===== config.mk =====
export PLATFORM = sky130hd
export DESIGN_NAME = stack_frame_mapper
export DESIGN_NICKNAME = d
export VERILOG_FILES = /design/src/rtl/sfm_pkg.sv /design/src/rtl/sfm_marker_lifo.sv /design/src/rtl/sfm_translate.sv /design/src/rtl/stack_frame_mapper.sv
export SDC_FILE = /design/constraint.sdc
export NUM_CORES = 1
export LEC_CHECK = 0
export CORE_MARGIN = 2
export CORE_UTILIZATION = 55
export CTS_CLUSTER_SIZE = 25
export DETAILED_ROUTE_END_ITERATION = 10
export PLACE_DENSITY = 0.74
export SLEW_MARGIN = 20
export SYNTH_ARGS = -nofsm -noshare
export SYNTH_HDL_FRONTEND = slang
export SYNTH_SLANG_ARGS = --single-unit

===== constraint.sdc =====
create_clock -name clk -period 5.6 [get_ports clk]
set_input_delay 0.56 -clock clk [delete_from_list [all_inputs] [get_ports clk]]
set_output_delay 0.56 -clock clk [all_outputs]
set_load 0.02 [all_outputs]

===== src/rtl/sfm_pkg.sv =====
package sfm_pkg;
    typedef enum logic [1:0] {
        OP_NONE  = 2'd0,
        OP_ALLOC = 2'd1,
        OP_CALL  = 2'd2,
        OP_RET   = 2'd3
    } sfm_op_e;
endpackage


===== src/rtl/sfm_marker_lifo.sv =====
module sfm_marker_lifo #(
    parameter int ENTRY_W = 21,
    parameter int DEPTH   = 8
) (
    input  logic               clk,
    input  logic               rst_n,
    input  logic               push,
    input  logic               pop,
    input  logic [ENTRY_W-1:0] push_data,
    output logic [ENTRY_W-1:0] top_data,
    output logic               empty,
    output logic               full
);
    localparam int CNT_W = $clog2(DEPTH + 1);
    localparam int PTR_W = (DEPTH > 1) ? $clog2(DEPTH) : 1;

    logic [ENTRY_W-1:0] mem_q [DEPTH];
    logic [ENTRY_W-1:0] mem_d [DEPTH];
    logic [CNT_W-1:0]   cnt_q, cnt_d;
    logic [PTR_W-1:0]   top_ptr;

    assign empty   = (cnt_q == '0);
    assign full    = (cnt_q == CNT_W'(DEPTH));
    assign top_ptr = empty ? '0 : PTR_W'(cnt_q - 1'b1);
    assign top_data = mem_q[top_ptr];

    always_comb begin
        mem_d = mem_q;
        cnt_d = cnt_q;
        if (push && !full) begin
            mem_d[PTR_W'(cnt_q)] = push_data;
            cnt_d = cnt_q + 1'b1;
        end else if (pop && !empty) begin
            cnt_d = cnt_q - 1'b1;
        end
    end

    always_ff @(posedge clk) begin
        if (!rst_n) begin
            cnt_q <= '0;
            for (int i = 0; i < DEPTH; i++) mem_q[i] <= '0;
        end else begin
            cnt_q <= cnt_d;
            mem_q <= mem_d;
        end
    end

    assert_lifo_bound_R7: assert property (@(posedge clk) disable iff (!rst_n)
        cnt_q <= CNT_W'(DEPTH));
    assert_lifo_push_R5: assert property (@(posedge clk) disable iff (!rst_n)
        (push && !full) |=> (cnt_q == $past(cnt_q) + 1'b1));
endmodule


===== src/rtl/sfm_translate.sv =====
module sfm_translate #(
    parameter int LREG_W      = 7,
    parameter int PIDX_W      = 7,
    parameter int SIZE_W      = 7,
    parameter int NUM_GLOBALS = 32
) (
    input  logic [LREG_W-1:0] lreg,
    input  logic [PIDX_W-1:0] base,
    input  logic [SIZE_W-1:0] size,
    output logic              stacked,
    output logic [PIDX_W-1:0] idx,
    output logic              illegal
);
    localparam int OFF_W = (LREG_W > SIZE_W) ? LREG_W : SIZE_W;

    logic [OFF_W-1:0] off;

    always_comb begin
        off = OFF_W'(lreg) - OFF_W'(NUM_GLOBALS);
        if (lreg < LREG_W'(NUM_GLOBALS)) begin
            stacked = 1'b0;
            idx     = PIDX_W'(lreg);
            illegal = 1'b0;
        end else begin
            stacked = 1'b1;
            idx     = base + PIDX_W'(off);
            illegal = (off >= OFF_W'(size));
        end
    end
endmodule


===== src/rtl/stack_frame_mapper.sv =====
module stack_frame_mapper #(
    parameter int POOL        = 128,
    parameter int MAX_FRAME   = 96,
    parameter int MARKERS     = 8,
    parameter int NUM_GLOBALS = 32,
    parameter int LREG_W      = 7
) (
    input  logic                         clk,
    input  logic                         rst_n,
    input  logic [1:0]                   op_kind,
    input  logic [$clog2(MAX_FRAME+1)-1:0] alloc_size,
    input  logic [$clog2(MAX_FRAME+1)-1:0] alloc_outs,
    input  logic [LREG_W-1:0]            lreg,
    output logic                         phys_stacked,
    output logic [$clog2(POOL)-1:0]      phys_idx,
    output logic                         reg_illegal,
    output logic [$clog2(POOL)-1:0]      frame_base,
    output logic [$clog2(MAX_FRAME+1)-1:0] frame_size,
    output logic [$clog2(MAX_FRAME+1)-1:0] frame_outs,
    output logic                         overflow,
    output logic                         underflow
);
    import sfm_pkg::*;

    localparam int PIDX_W  = $clog2(POOL);
    localparam int SIZE_W  = $clog2(MAX_FRAME + 1);
    localparam int USED_W  = $clog2(POOL + 1);
    localparam int ENTRY_W = PIDX_W + 2 * SIZE_W;

    typedef struct packed {
        logic [PIDX_W-1:0] base;
        logic [SIZE_W-1:0] size;
        logic [SIZE_W-1:0] outs;
    } marker_t;

    typedef struct packed {
        marker_t           frm;
        logic [USED_W-1:0] used;
        logic              ovf;
        logic              unf;
    } state_t;

    state_t  st_d, st_q;
    sfm_op_e op;
    logic    push, pop, lifo_empty, lifo_full;
    marker_t top_m;
    logic [ENTRY_W-1:0] top_raw;
    logic [SIZE_W-1:0]  keep;

    assign op    = sfm_op_e'(op_kind);
    assign top_m = marker_t'(top_raw);
    assign keep  = st_q.frm.size - st_q.frm.outs;

    always_comb begin
        st_d     = st_q;
        st_d.ovf = 1'b0;
        st_d.unf = 1'b0;
        push     = 1'b0;
        pop      = 1'b0;
        case (op)
            OP_ALLOC: begin
                if (alloc_size <= SIZE_W'(MAX_FRAME) && alloc_outs <= alloc_size) begin
                    if ((USED_W+1)'(st_q.used) + (USED_W+1)'(alloc_size) > (USED_W+1)'(POOL)) begin
                        st_d.ovf = 1'b1;
                    end else begin
                        st_d.frm.size = alloc_size;
                        st_d.frm.outs = alloc_outs;
                    end
                end
            end
            OP_CALL: begin
                if (lifo_full) begin
                    st_d.ovf = 1'b1;
                end else begin
                    push          = 1'b1;
                    st_d.frm.base = st_q.frm.base + PIDX_W'(keep);
                    st_d.used     = st_q.used + USED_W'(keep);
                    st_d.frm.size = st_q.frm.outs;
                    st_d.frm.outs = '0;
                end
            end
            OP_RET: begin
                if (lifo_empty) begin
                    st_d.unf = 1'b1;
                end else begin
                    pop       = 1'b1;
                    st_d.frm  = top_m;
                    st_d.used = st_q.used - USED_W'(top_m.size - top_m.outs);
                end
            end
            default: ;
        endcase
    end

    always_ff @(posedge clk) begin
        if (!rst_n) st_q <= '0;
        else        st_q <= st_d;
    end

    sfm_marker_lifo #(.ENTRY_W(ENTRY_W), .DEPTH(MARKERS)) i_lifo (
        .clk       (clk),
        .rst_n     (rst_n),
        .push      (push),
        .pop       (pop),
        .push_data (st_q.frm),
        .top_data  (top_raw),
        .empty     (lifo_empty),
        .full      (lifo_full)
    );

    sfm_translate #(
        .LREG_W(LREG_W), .PIDX_W(PIDX_W), .SIZE_W(SIZE_W), .NUM_GLOBALS(NUM_GLOBALS)
    ) i_xlate (
        .lreg    (lreg),
        .base    (st_q.frm.base),
        .size    (st_q.frm.size),
        .stacked (phys_stacked),
        .idx     (phys_idx),
        .illegal (reg_illegal)
    );

    assign frame_base = st_q.frm.base;
    assign frame_size = st_q.frm.size;
    assign frame_outs = st_q.frm.outs;
    assign overflow   = st_q.ovf;
    assign underflow  = st_q.unf;

    assert_globals_fixed_R2: assert property (@(posedge clk) disable iff (!rst_n)
        (lreg < LREG_W'(NUM_GLOBALS)) |-> (!phys_stacked && phys_idx == PIDX_W'(lreg)));
    assert_frame_cap_R4: assert property (@(posedge clk) disable iff (!rst_n)
        frame_size <= SIZE_W'(MAX_FRAME) && frame_outs <= frame_size);
    assert_call_overlap_R5: assert property (@(posedge clk) disable iff (!rst_n)
        (op == OP_CALL && !lifo_full) |=>
        (frame_base == $past(frame_base + PIDX_W'(frame_size - frame_outs))
         && frame_size == $past(frame_outs)));
    assert_no_overflow_R7: assert property (@(posedge clk) disable iff (!rst_n)
        st_q.used <= USED_W'(POOL));
    assert_underflow_hold_R8: assert property (@(posedge clk) disable iff (!rst_n)
        underflow |-> ($stable(frame_base) && $stable(frame_size) && $stable(frame_outs)));
    assert_flags_apart_R7: assert property (@(posedge clk) disable iff (!rst_n)
        !(overflow && underflow));
endmodule


==> flow_metrics.env <==
export IMPL_path_cells="inv_1, ha_1, or3b_1, nand2b_2, a221oi_1, a31oi_1, fa_1, ha_1, a21o_1, a21oi_1, o22ai_1, o41ai_1, xnor2_1, nand3_1, a31oi_1"
export IMPL_rsz0062_at_grt="false"
export IMPL_worstSetupStartpoint="i_lifo.cnt_q[1]$_SDFFE_PN0P_"
export IMPL_reg2reg_depth=15
export IMPL_synth_flop_cell="dfxtp_1"
export IMPL_synthTopCellsByArea="dfxtp_1 35%, nand2_1 14%, a21oi_1 10%"
export IMPL_finalClockSkew_ns=0.0166
export IMPL_gp_routability_congestion=0.914
export IMPL_cp_start_kind="flop"
export IMPL_syn_num_nets=1601
export IMPL_layout_commonest_cell="nand2_1"
export IMPL_synth_top_family_by_area="simple AND/OR/NAND/NOR gates"
export IMPL_netlist_instances=1504
export IMPL_yosysWarnings=0
export IMPL_vias=10500
export IMPL_final_cell_mix="438 x nand2_1, 229 x a21oi_1, 202 x dfxtp_1"
export IMPL_cts_tree="done"
export IMPL_drive_gt1_share_pct=7.10
export IMPL_nets=1560
export IMPL_ys_types=72
export IMPL_grt_pass1_wl_mm=54.0
export IMPL_drc=0
export IMPL_worstMarginPinSlew_ns=1.08
export IMPL_die_y_um=149
export IMPL_grt_usage_pct=30.8
export IMPL_pin_count=57
export IMPL_antenna_found_initial=0
export IMPL_syn2layout_area_growth_pct=10.4
export IMPL_rows=52
export IMPL_clk_pin_slew_ns=0.07
export IMPL_synth_xor_area_share_pct=2.43
export IMPL_power_internal_mw=3.21
export IMPL_clock_latency_ns=0.51
export IMPL_report_final_slew_viol_count=0
export IMPL_period_share_pct=89.5
export IMPL_initial_core_util_pct=56.5
export IMPL_outcome="complete, no violations"
export IMPL_holdBufCountCts=0
export IMPL_p_leak_nw=4.58
export IMPL_cts_setup_buffers=0
export IMPL_cap_violations=0
export IMPL_grt_max_degree=141
export IMPL_synth_top_cell_area_share_pct=35.3
export IMPL_numCtsBuffers=22
export IMPL_worstReg2RegEnd="st_q[9]$_SDFFE_PN0P_"
export IMPL_cts_path_max_buffers=3
export IMPL_io_buffer_count=56
export IMPL_pwr_share_seq_pct=33.5
export IMPL_die_area_mm2=0.0221
export IMPL_endpoint_kind="flop"
export IMPL_p_sw_mw=1.83
export IMPL_ys_ff_latch=203
export IMPL_ys_seq_area_share_pct=35.3
export IMPL_crit_fanout=32
export IMPL_slew_headroom_pct=27.7
export IMPL_avgSynthCellArea_um2=7.66
export IMPL_dpl_worst_slack_ns=0.732
export IMPL_cts_root_buf="clkbuf_16"
export IMPL_p_comb_share_pct=35.9
export IMPL_r2r_slack_ns=0.59
export IMPL_crit_slowest_cell="dfxtp_1"
export IMPL_first_global_vias=9937
export IMPL_hold_viol=0
export IMPL_synth_edf_count=0
export IMPL_synth_compound_area_share_pct=20.0
export IMPL_dieWidth_um=149
export IMPL_muxShareOfSynthArea_pct=5.33
export IMPL_slowest_delay_ns=0.60
export IMPL_worst_endpoint_required_ns=6.04
export IMPL_antenna_left=0
export IMPL_synth_area_mm2=0.0115
export IMPL_dp_hpwl_mm=23.2
export IMPL_coreArea_mm2=0.0204
export IMPL_worst_slack_ns=0.589
export IMPL_path_class="flop to flop"
export IMPL_clock_sinks=203
export IMPL_fmax_mhz=200
export IMPL_yosysTopAreaCell="dfxtp_1"
export IMPL_synthArstFlopShare_pct=0
export IMPL_synthAdderAreaFrac_pct=8.60
export IMPL_drt_iter0_drc=1123
export IMPL_htree_levels=1
export IMPL_crit_end="st_q[9]$_SDFFE_PN0P_"
export IMPL_hold_ws_ns=0.453
export IMPL_p_clk_share_pct=30.6
export IMPL_overflow=0
export IMPL_arrival_ns=5.45
export IMPL_totalWireLength_mm=34.2
export IMPL_post_cts_resized=0
export IMPL_setup_violations=0
export IMPL_n_antenna_cell=0
export IMPL_routedWlPerCell_um=19.6
export IMPL_synthSimpleGateAreaFrac_pct=20.5
export IMPL_first_pass_iters=5
export IMPL_r2r_start="i_lifo.cnt_q[1]$_SDFFE_PN0P_"
export IMPL_setup_tns_ns=0
export IMPL_hold_class="flop to flop"
export IMPL_power_density_mw_per_mm2=396
export IMPL_vdd_drop_max_mv=0.226
export IMPL_swShare_pct=36.3
export IMPL_min_period_ns=5.01
export IMPL_viasPerCell=5.99
layer usage:
metal  routed length, um  share of wire, %  vias up  track usage, %
met5                   0                 0        -               0
met4                1170               3.4        0            11.0
met3                2750               8.0       96            4.20
met2               15500                45      469            48.7
met1               14800                43     4925            43.4
li1                    -                 -     4992               -
final cells by class:
| cell class | instances | area (um2) |
|---|---|---|
| clock buffers | 31 | 646 |
| clock inverters | 9 | 123 |
| fillers | 1818 | 7650 |
| inverters | 56 | 215 |
| multi-input cells | 1102 | 6600 |
| flip-flops and latches | 203 | 4070 |
| well taps | 270 | 338 |
| repair buffers | 78 | 726 |
how the worst min path moves through the flow:
stage | start | to | depth (start not counted)
6_report | i_lifo.mem_q[2]$_SDFFE_PN0P_ | i_lifo.mem_q[2]$_SDFFE_PN0P_ | 2
5_1_grt | i_lifo.mem_q[22]$_SDFFE_PN0P_ | i_lifo.mem_q[22]$_SDFFE_PN0P_ | 2
4_1_cts | i_lifo.mem_q[166]$_SDFFE_PN0P_ | i_lifo.mem_q[166]$_SDFFE_PN0P_ | 2
3_5_place_dp | i_lifo.mem_q[166]$_SDFFE_PN0P_ | i_lifo.mem_q[166]$_SDFFE_PN0P_ | 2
3_3_place_gp | i_lifo.mem_q[141]$_SDFFE_PN0P_ | i_lifo.mem_q[141]$_SDFFE_PN0P_ | 2
2_1_floorplan | i_lifo.mem_q[4]$_SDFFE_PN0P_ | i_lifo.mem_q[4]$_SDFFE_PN0P_ | 2
power groups by stage:
stage / registers, mW / logic, mW / clock network, mW
floorplan: 1.57 / 1.47 / 0
global placement: 1.71 / 1.75 / 0
detailed placement: 1.71 / 1.77 / 0
CTS: 1.68 / 1.78 / 1.54
global route: 1.69 / 1.99 / 1.61
finish: 1.69 / 1.81 / 1.54
sequential cells by signal, summed over array words and instances, names as in the netlist:
| register | flops |
|---|---|
| i_lifo.mem_q | 168 |
| st_q | 8 |
| frame_base | 7 |
| frame_outs | 7 |
| frame_size | 7 |
| i_lifo.cnt_q | 4 |
| overflow | 1 |
| underflow | 1 |
worst max-delay path: cells and delay by family (launching register included):
family          cells  cell delay [ns]
compound gates      7             1.78
buf+inv             1             0.25
xor+xnor            1             0.18
flops               1             0.60
simple gates        3             0.92
fa+ha+maj           3             1.21
kinds of logic after synthesis:
logic type	count (synthesis)
mux	38
flops	203
buf+inv	199
simple gates	574
compound gates	386
xor+xnor	32
fa+ha+maj	72
stage by stage:
step | std cells | area [um2] | util, % | total power, mW
floorplan | 1504 | 11500 | - | 3.04
global placement | 1709 | 11900 | 58.6 | 3.45
detailed placement | 1709 | 11900 | 58.6 | 3.48
CTS | 1749 | 12700 | 62.4 | 5.00
global route | 1749 | 12700 | 62.4 | 5.29
finish | 1749 | 12700 | 62.4 | 5.04
cell usage after synthesis, types with 3 or more instances:
cell / n
nand2_1: 438
a21oi_1: 229
dfxtp_1: 203
clkbuf_1: 90
ha_1: 60
inv_1: 55
nor2_1: 40
o21ai_0: 39
nand3_1: 36
buf_4: 25
buf_2: 19
a211oi_1: 18
mux4_2: 17
xnor2_1: 17
mux2i_1: 16
a31oi_1: 15
xor2_1: 15
nor3_1: 14
a21o_1: 13
fa_1: 12
a22oi_1: 7
a311oi_1: 7
o211ai_1: 7
and3_1: 6
nor2b_1: 6
a22o_1: 5
and2_1: 5
buf_1: 5
nand2b_1: 5
o21bai_1: 5
buf_6: 4
mux2_2: 4
o22ai_1: 4
o31ai_1: 4
a221oi_1: 3
a32o_1: 3
nand4_1: 3
or3_1: 3
Note: power is estimated with default switching activity, not from simulation.
